==> src/rtl/tmr_bank_pkg.sv <==
package tmr_bank_pkg;

    // Which register class a bus address selects.
    typedef enum logic [2:0] {
        RS_BASE,
        RS_COUNT,
        RS_CTRL,
        RS_FREQ,
        RS_NONE
    } reg_sel_e;

endpackage

==> src/rtl/tmr_bank_tick.sv <==
// Shared step generator: one step every ratio+1 clocks, phase restartable.
module tmr_bank_tick #(
    parameter int RW = 8
) (
    input  logic          clk,
    input  logic          rst_n,
    input  logic          restart,
    input  logic [RW-1:0] ratio,
    output logic          tick
);

    typedef struct packed {
        logic [RW-1:0] cnt;
    } tick_st_t;

    tick_st_t st_d, st_q;

    always_comb begin
        st_d = st_q;
        tick = (st_q.cnt >= ratio);
        if (restart || tick) begin
            st_d.cnt = '0;
        end else begin
            st_d.cnt = st_q.cnt + 1'b1;
        end
    end

    always_ff @(posedge clk or negedge rst_n) begin
        if (!rst_n) begin
            st_q <= '0;
        end else begin
            st_q <= st_d;
        end
    end

endmodule

==> src/rtl/tmr_bank_chan.sv <==
// One down-counting channel with release load, reload, toggle and interrupt pulse.
module tmr_bank_chan #(
    parameter int CW = 31
) (
    input  logic          clk,
    input  logic          rst_n,
    input  logic          step,
    input  logic          inhibit,
    input  logic          reload_ones,
    input  logic          mask,
    input  logic [CW-1:0] base,
    output logic [CW-1:0] count,
    output logic          toggle,
    output logic          zero,
    output logic          irq
);

    typedef struct packed {
        logic [CW-1:0] cnt;
        logic          tog;
        logic          inh_prev;
        logic          irq;
    } chan_st_t;

    chan_st_t st_d, st_q;
    logic     release_w;

    always_comb begin
        st_d          = st_q;
        st_d.inh_prev = inhibit;
        st_d.irq      = 1'b0;
        release_w     = st_q.inh_prev & ~inhibit;
        zero          = step & ~inhibit & ~release_w & (st_q.cnt == '0);
        if (release_w) begin
            st_d.cnt = base;
            st_d.tog = 1'b0;
        end else if (step && !inhibit) begin
            if (st_q.cnt == '0) begin
                st_d.cnt = reload_ones ? '1 : base;
                st_d.tog = ~st_q.tog;
                st_d.irq = ~mask;
            end else begin
                st_d.cnt = st_q.cnt - 1'b1;
            end
        end
    end

    always_ff @(posedge clk or negedge rst_n) begin
        if (!rst_n) begin
            st_q.cnt      <= '0;
            st_q.tog      <= 1'b0;
            st_q.inh_prev <= 1'b1;
            st_q.irq      <= 1'b0;
        end else begin
            st_q <= st_d;
        end
    end

    assign count  = st_q.cnt;
    assign toggle = st_q.tog;
    assign irq    = st_q.irq;

endmodule

==> src/rtl/tmr_bank.sv <==
// Timer bank top: register file, prescaler and a chain of channels.
module tmr_bank #(
    parameter int NCH = 4,
    parameter int DW  = 32,
    parameter int AW  = 4,
    parameter int RW  = 8
) (
    input  logic           clk,
    input  logic           rst_n,
    input  logic           wr_en,
    input  logic [AW-1:0]  addr,
    input  logic [DW-1:0]  wdata,
    output logic [DW-1:0]  rdata,
    output logic [NCH-1:0] irq
);
    import tmr_bank_pkg::*;

    localparam int CW        = DW - 1;
    localparam int CHW       = (NCH > 1) ? $clog2(NCH) : 1;
    localparam int CTRL_IDX  = 2 * NCH;
    localparam int FREQ_IDX  = 2 * NCH + 1;
    localparam int ROVR_BIT  = NCH - 1;
    localparam int MASK_LSB  = NCH;
    localparam int RATIO_LSB = 2 * NCH;

    typedef struct packed {
        logic [NCH-1:0]         inh;
        logic [NCH-1:0][CW-1:0] base;
        logic [NCH-2:0]         casc;
        logic                   rovr;
        logic [NCH-1:0]         mask;
        logic [RW-1:0]          ratio;
        logic [DW-1:0]          freq;
    } regs_t;

    regs_t                  regs_d, regs_q;
    reg_sel_e               sel;
    logic [CHW-1:0]         ch;
    logic                   restart;
    logic                   tick;
    logic [NCH-1:0][CW-1:0] cnt_w;
    logic [NCH-1:0]         tog_w;

    // Plain views of register state for the bound checker.
    logic [NCH-1:0]         inh_v;
    logic [NCH-1:0][CW-1:0] base_v;
    logic [NCH-1:0]         mask_v;

    // Address decode.
    always_comb begin
        int a;
        a   = int'(addr);
        sel = RS_NONE;
        ch  = '0;
        if (a < NCH) begin
            sel = RS_BASE;
            ch  = CHW'(a);
        end else if (a < 2 * NCH) begin
            sel = RS_COUNT;
            ch  = CHW'(a - NCH);
        end else if (a == CTRL_IDX) begin
            sel = RS_CTRL;
        end else if (a == FREQ_IDX) begin
            sel = RS_FREQ;
        end
    end

    // Next-state of the register file.
    always_comb begin
        regs_d  = regs_q;
        restart = 1'b0;
        if (wr_en) begin
            unique case (sel)
                RS_BASE: begin
                    regs_d.inh[ch]  = wdata[0];
                    regs_d.base[ch] = wdata[DW-1:1];
                end
                RS_CTRL: begin
                    regs_d.casc  = wdata[NCH-2:0];
                    regs_d.rovr  = wdata[ROVR_BIT];
                    regs_d.mask  = wdata[MASK_LSB +: NCH];
                    regs_d.ratio = wdata[RATIO_LSB +: RW];
                    restart      = 1'b1;
                end
                RS_FREQ: regs_d.freq = wdata;
                default: ;
            endcase
        end
    end

    always_ff @(posedge clk or negedge rst_n) begin
        if (!rst_n) begin
            regs_q     <= '0;
            regs_q.inh <= '1;
        end else begin
            regs_q <= regs_d;
        end
    end

    // Read mux.
    always_comb begin
        rdata = '0;
        unique case (sel)
            RS_BASE:  rdata = {regs_q.base[ch], regs_q.inh[ch]};
            RS_COUNT: rdata = {cnt_w[ch], tog_w[ch]};
            RS_CTRL: begin
                rdata[NCH-2:0]              = regs_q.casc;
                rdata[ROVR_BIT]             = regs_q.rovr;
                rdata[MASK_LSB +: NCH]      = regs_q.mask;
                rdata[RATIO_LSB +: RW]      = regs_q.ratio;
            end
            RS_FREQ:  rdata = regs_q.freq;
            default:  rdata = '0;
        endcase
    end

    tmr_bank_tick #(.RW(RW)) u_tick (
        .clk     (clk),
        .rst_n   (rst_n),
        .restart (restart),
        .ratio   (regs_q.ratio),
        .tick    (tick)
    );

    for (genvar i = 0; i < NCH; i++) begin : g_ch
        logic step_i;
        logic ones_i;
        logic zero_i;
        logic [CW-1:0] cnt_i;
        logic tog_i;

        if (i == 0) begin : g_head
            assign step_i = tick;
            assign ones_i = 1'b0;
        end else begin : g_link
            assign step_i = regs_q.casc[i-1] ? g_ch[i-1].zero_i : tick;
            assign ones_i = regs_q.casc[i-1] & regs_q.rovr;
        end

        tmr_bank_chan #(.CW(CW)) u_chan (
            .clk         (clk),
            .rst_n       (rst_n),
            .step        (step_i),
            .inhibit     (regs_q.inh[i]),
            .reload_ones (ones_i),
            .mask        (regs_q.mask[i]),
            .base        (regs_q.base[i]),
            .count       (cnt_i),
            .toggle      (tog_i),
            .zero        (zero_i),
            .irq         (irq[i])
        );

        assign cnt_w[i] = cnt_i;
        assign tog_w[i] = tog_i;
    end

    assign inh_v  = regs_q.inh;
    assign base_v = regs_q.base;
    assign mask_v = regs_q.mask;

endmodule

==> config.mk <==
export PLATFORM = sky130hd
export DESIGN_NAME = tmr_bank
export DESIGN_NICKNAME = d
export VERILOG_FILES = /design/src/rtl/tmr_bank_pkg.sv /design/src/rtl/tmr_bank_tick.sv /design/src/rtl/tmr_bank_chan.sv /design/src/rtl/tmr_bank.sv
export SDC_FILE = /design/constraint.sdc
export NUM_CORES = 1
export LEC_CHECK = 0
export BUFFER_PORTS_ARGS = -buffer_cell sky130_fd_sc_hd__buf_2
export CAP_MARGIN = 10
export CORE_MARGIN = 2
export CORE_UTILIZATION = 50
export CTS_CLUSTER_DIAMETER = 100
export DETAILED_ROUTE_END_ITERATION = 12
export PLACE_DENSITY = 0.66
export REMOVE_ABC_BUFFERS = 1
export SLEW_MARGIN = 15
export SYNTH_ARGS = -nofsm -noshare
export SYNTH_HDL_FRONTEND = slang
export SYNTH_SLANG_ARGS = --single-unit
==> constraint.sdc <==
create_clock -name clk -period 4.3 [get_ports clk]
set_clock_uncertainty 0.1 [all_clocks]
set_input_delay 0.215 -clock clk [delete_from_list [all_inputs] [get_ports clk]]
set_output_delay 0.215 -clock clk [all_outputs]
set_load 0.005 [all_outputs]
==> results_dict.tcl <==
set metrics [dict create \
    status "completed" \
    nets 1968 \
    fill_cells 3100 \
    setup_viol 0 \
    dieArea_sq_um 37300 \
    r2r_start "g_ch[1].u_chan.count[26]$_DFFE_PN0P_" \
    r2r-end "g_ch[3].u_chan.count[7]$_DFFE_PN0P_" \
    syn_to_final_growth_pct 15.0 \
    startpoint_type "flop" \
    synth_edf_count 0 \
    antenna_found_initial 1 \
    grtUsageTotal 0.351 \
    grt_setup_unrepaired "false" \
    leakage_nw 8.72 \
    synth_top_cell_by_area "dfrtp_1" \
    critical_path_class "reg2reg" \
    critical_path_required_ns 4.68 \
    cellPowerDensity_nw_per_um2 617 \
    ys_seq_area_frac 0.448 \
    dp_slack_ns 0.657 \
    hpwl_microns 46200 \
    ys_warn_count 0 \
    worst_skew_pair.late_latency_ns 0.56 \
    clk_pin_slew_ns 0.06 \
    layout_min_cycle_time_ns 3.53 \
    hp-class "in2async" \
    port-buffer-count 74 \
    synth_async_sr_flop_share 1.00 \
    tns_ns 0 \
    cap_violations 0 \
    synthTopCellsByArea "dfrtp_1, mux2_2, a21oi_1" \
    cp.arrival_ns 3.91 \
    htreeDepth 2 \
    routabilityCongestion 1.03 \
    synth_cells 1837 \
    cts_resized 0 \
    drtIter0Drc 2050 \
    cp-startpoint "g_ch[1].u_chan.count[26]$_DFFE_PN0P_" \
    setup_ws_ns 0.767 \
    yosysUniqueCellTypes 78 \
    root_buffer "clkbuf_16" \
    yosysMostFrequentCell "dfrtp_1" \
    drive_gt1_frac 0.238 \
    ff2ff_setup_slack_ns 0.77 \
    max_freq_mhz 283 \
    synth_flop_cell "dfrtp_1" \
    grt_pass1_wl_microns 100000 \
    first_global_vias 15900 \
    drtAntennaViolNets 0 \
    cp_max_fo 28 \
    routed_wl_microns 66500 \
    relSlewSlack 0.316 \
    die_x_microns 193 \
    postLayoutCoreUtil 0.582 \
    die_h_microns 193 \
    dr.pass1.iters 8 \
    drc 0 \
    synth_top_area_frac 0.436 \
    drv_slew 0 \
    cts_max_path_buffers 3 \
    cts_setup_buffers 0 \
    grt_max_degree 106 \
    synth_common_cells "dfrtp_1, mux2_2, nor2_1, nand2_1, a21oi_1" \
    rows 69 \
    syn_area_per_cell_sq_um 9.75 \
    r2r_cells 8 \
    core-area_sq_um 35400 \
    ys_ff_latch 320 \
    endpoint "g_ch[3].u_chan.count[7]$_DFFE_PN0P_" \
    start_util 0.506 \
    gr-total-overflow 0 \
    cts_sinks 320 \
    numCtsBuffers 38 \
    io_pins 75 \
    vdd_drop_max_v 0.000369 \
    worst_pin_slew_ns 1.02 \
    fin_crit_sh 0.822 \
    cts_tree "yes" \
    post_drt_wl_per_cell_microns 27.6 \
    viasPerCell 6.80 \
    hold_viol_final 0 \
    netlist_area_sq_um 17900 \
    num_vias 16400 \
    cp-end-kind "flop" \
]
## layout by cell type (no fill, tap or decap), drive strengths merged, types with 21 or more instances in the layout
cell type    instances
or3                 27
a221o               28
dfrtp              312
nand3               41
dlygate4sd3         33
nor4                37
o21ai              128
nor3                63
mux2               192
nor2               133
buf                143
clkbuf              55
inv                 48
nand2              129
a31oi               21
a221oi              44
a22oi               74
a21oi              144
## flip-flops by register name (all words and copies together) (netlist names)
name	count
base_v	124
g_ch.u_chan.count	124
regs_q	44
u_tick.st_q	8
g_ch.u_chan.irq	4
g_ch.u_chan.st_q	4
g_ch.u_chan.toggle	4
inh_v	4
mask_v	4
## per-stage QoR
| step | power (mW) | hold slack (ns) | area, sq um | cells |
|---|---|---|---|---|
| 2_1_floorplan | 7.42 | -0.181 | 17300 | 1700 |
| 3_3_place_gp | 9.06 | 0.231 | 19000 | 2304 |
| 3_5_place_dp | 9.19 | 0.225 | 19000 | 2304 |
| 4_1_cts | 12.6 | 0.229 | 20600 | 2405 |
| 5_1_grt | 13.3 | 0.273 | 20600 | 2405 |
| 6_report | 12.7 | 0.199 | 20600 | 2406 |
## what timing repair did
item,4_1_cts,5_1_grt
hold buffers,33,0
endpoints found under the setup margin,0,0
endpoints found under the hold margin,275,0
## cell type report
cell class                 count  area (sq um)  area share
multi-input combinational   1333          9260       0.450
antenna                        1          2.50    0.000122
tap                          461           577      0.0280
clock buffer                  55          1090      0.0527
sequential                   320          8020       0.389
inverter                      47           176     0.00857
clock inverter                13           196     0.00954
timing repair buffer         176          1280      0.0621
## cell families (layout without fill, tap and decap cells)
kind of cell               count (synthesis)  in the layout  share of synthesized area
xor gates and xnor gates                  36             36                     0.0176
DFF                                      320            320                      0.448
other                                      0              1                          0
and+or+nand+nor                          528            528                      0.147
muxes                                    198            198                      0.125
buffers and inverters                    184            291                     0.0416
adders and majority gates                 13             13                    0.00908
AOI/OAI and AO/OA                        558            558                      0.212
## worst min-delay path by stage
stage	endpoint	slack [ns]	cells past startpoint
6_report	base_v[113]$_DFFE_PN0P_	0.20	2
5_1_grt	regs_q[17]$_DFFE_PN0P_	0.27	2
4_1_cts	regs_q[17]$_DFFE_PN0P_	0.23	2
3_5_place_dp	regs_q[17]$_DFFE_PN0P_	0.22	1
3_3_place_gp	regs_q[17]$_DFFE_PN0P_	0.23	1
2_1_floorplan	base_v[0]$_DFFE_PN0P_	-0.18	0
## worst max-delay path, cell delays in order, from the launching register on
cell and delay, ns:
dfrtp_1 0.43, or4_1 0.62, or4_1 0.63, nor4_2 0.41
a31oi_1 0.25, o31ai_4 0.22, buf_4 0.40, o21ai_0 0.19
a22oi_1 0.16
## per-layer routing
| metal | track usage | wire (microns) | up-vias |
|---|---|---|---|
| met5 | 0 | 0 | - |
| met4 | 0.122 | 2190 | 0 |
| met3 | 0.0727 | 6850 | 155 |
| met2 | 0.528 | 29300 | 873 |
| met1 | 0.506 | 28100 | 8270 |
| li1 | - | - | 7066 |
## power by group
part	internal, mW	switching, mW	total, mW	leakage (nW)
registers	3.98	1.46	5.44	3.94
logic	1.69	2.22	3.91	4.14
clock network	2.05	1.32	3.37	0.628
total	7.72	5.00	12.7	8.72
No activity file was read; power rests on OpenSTA's default activity.
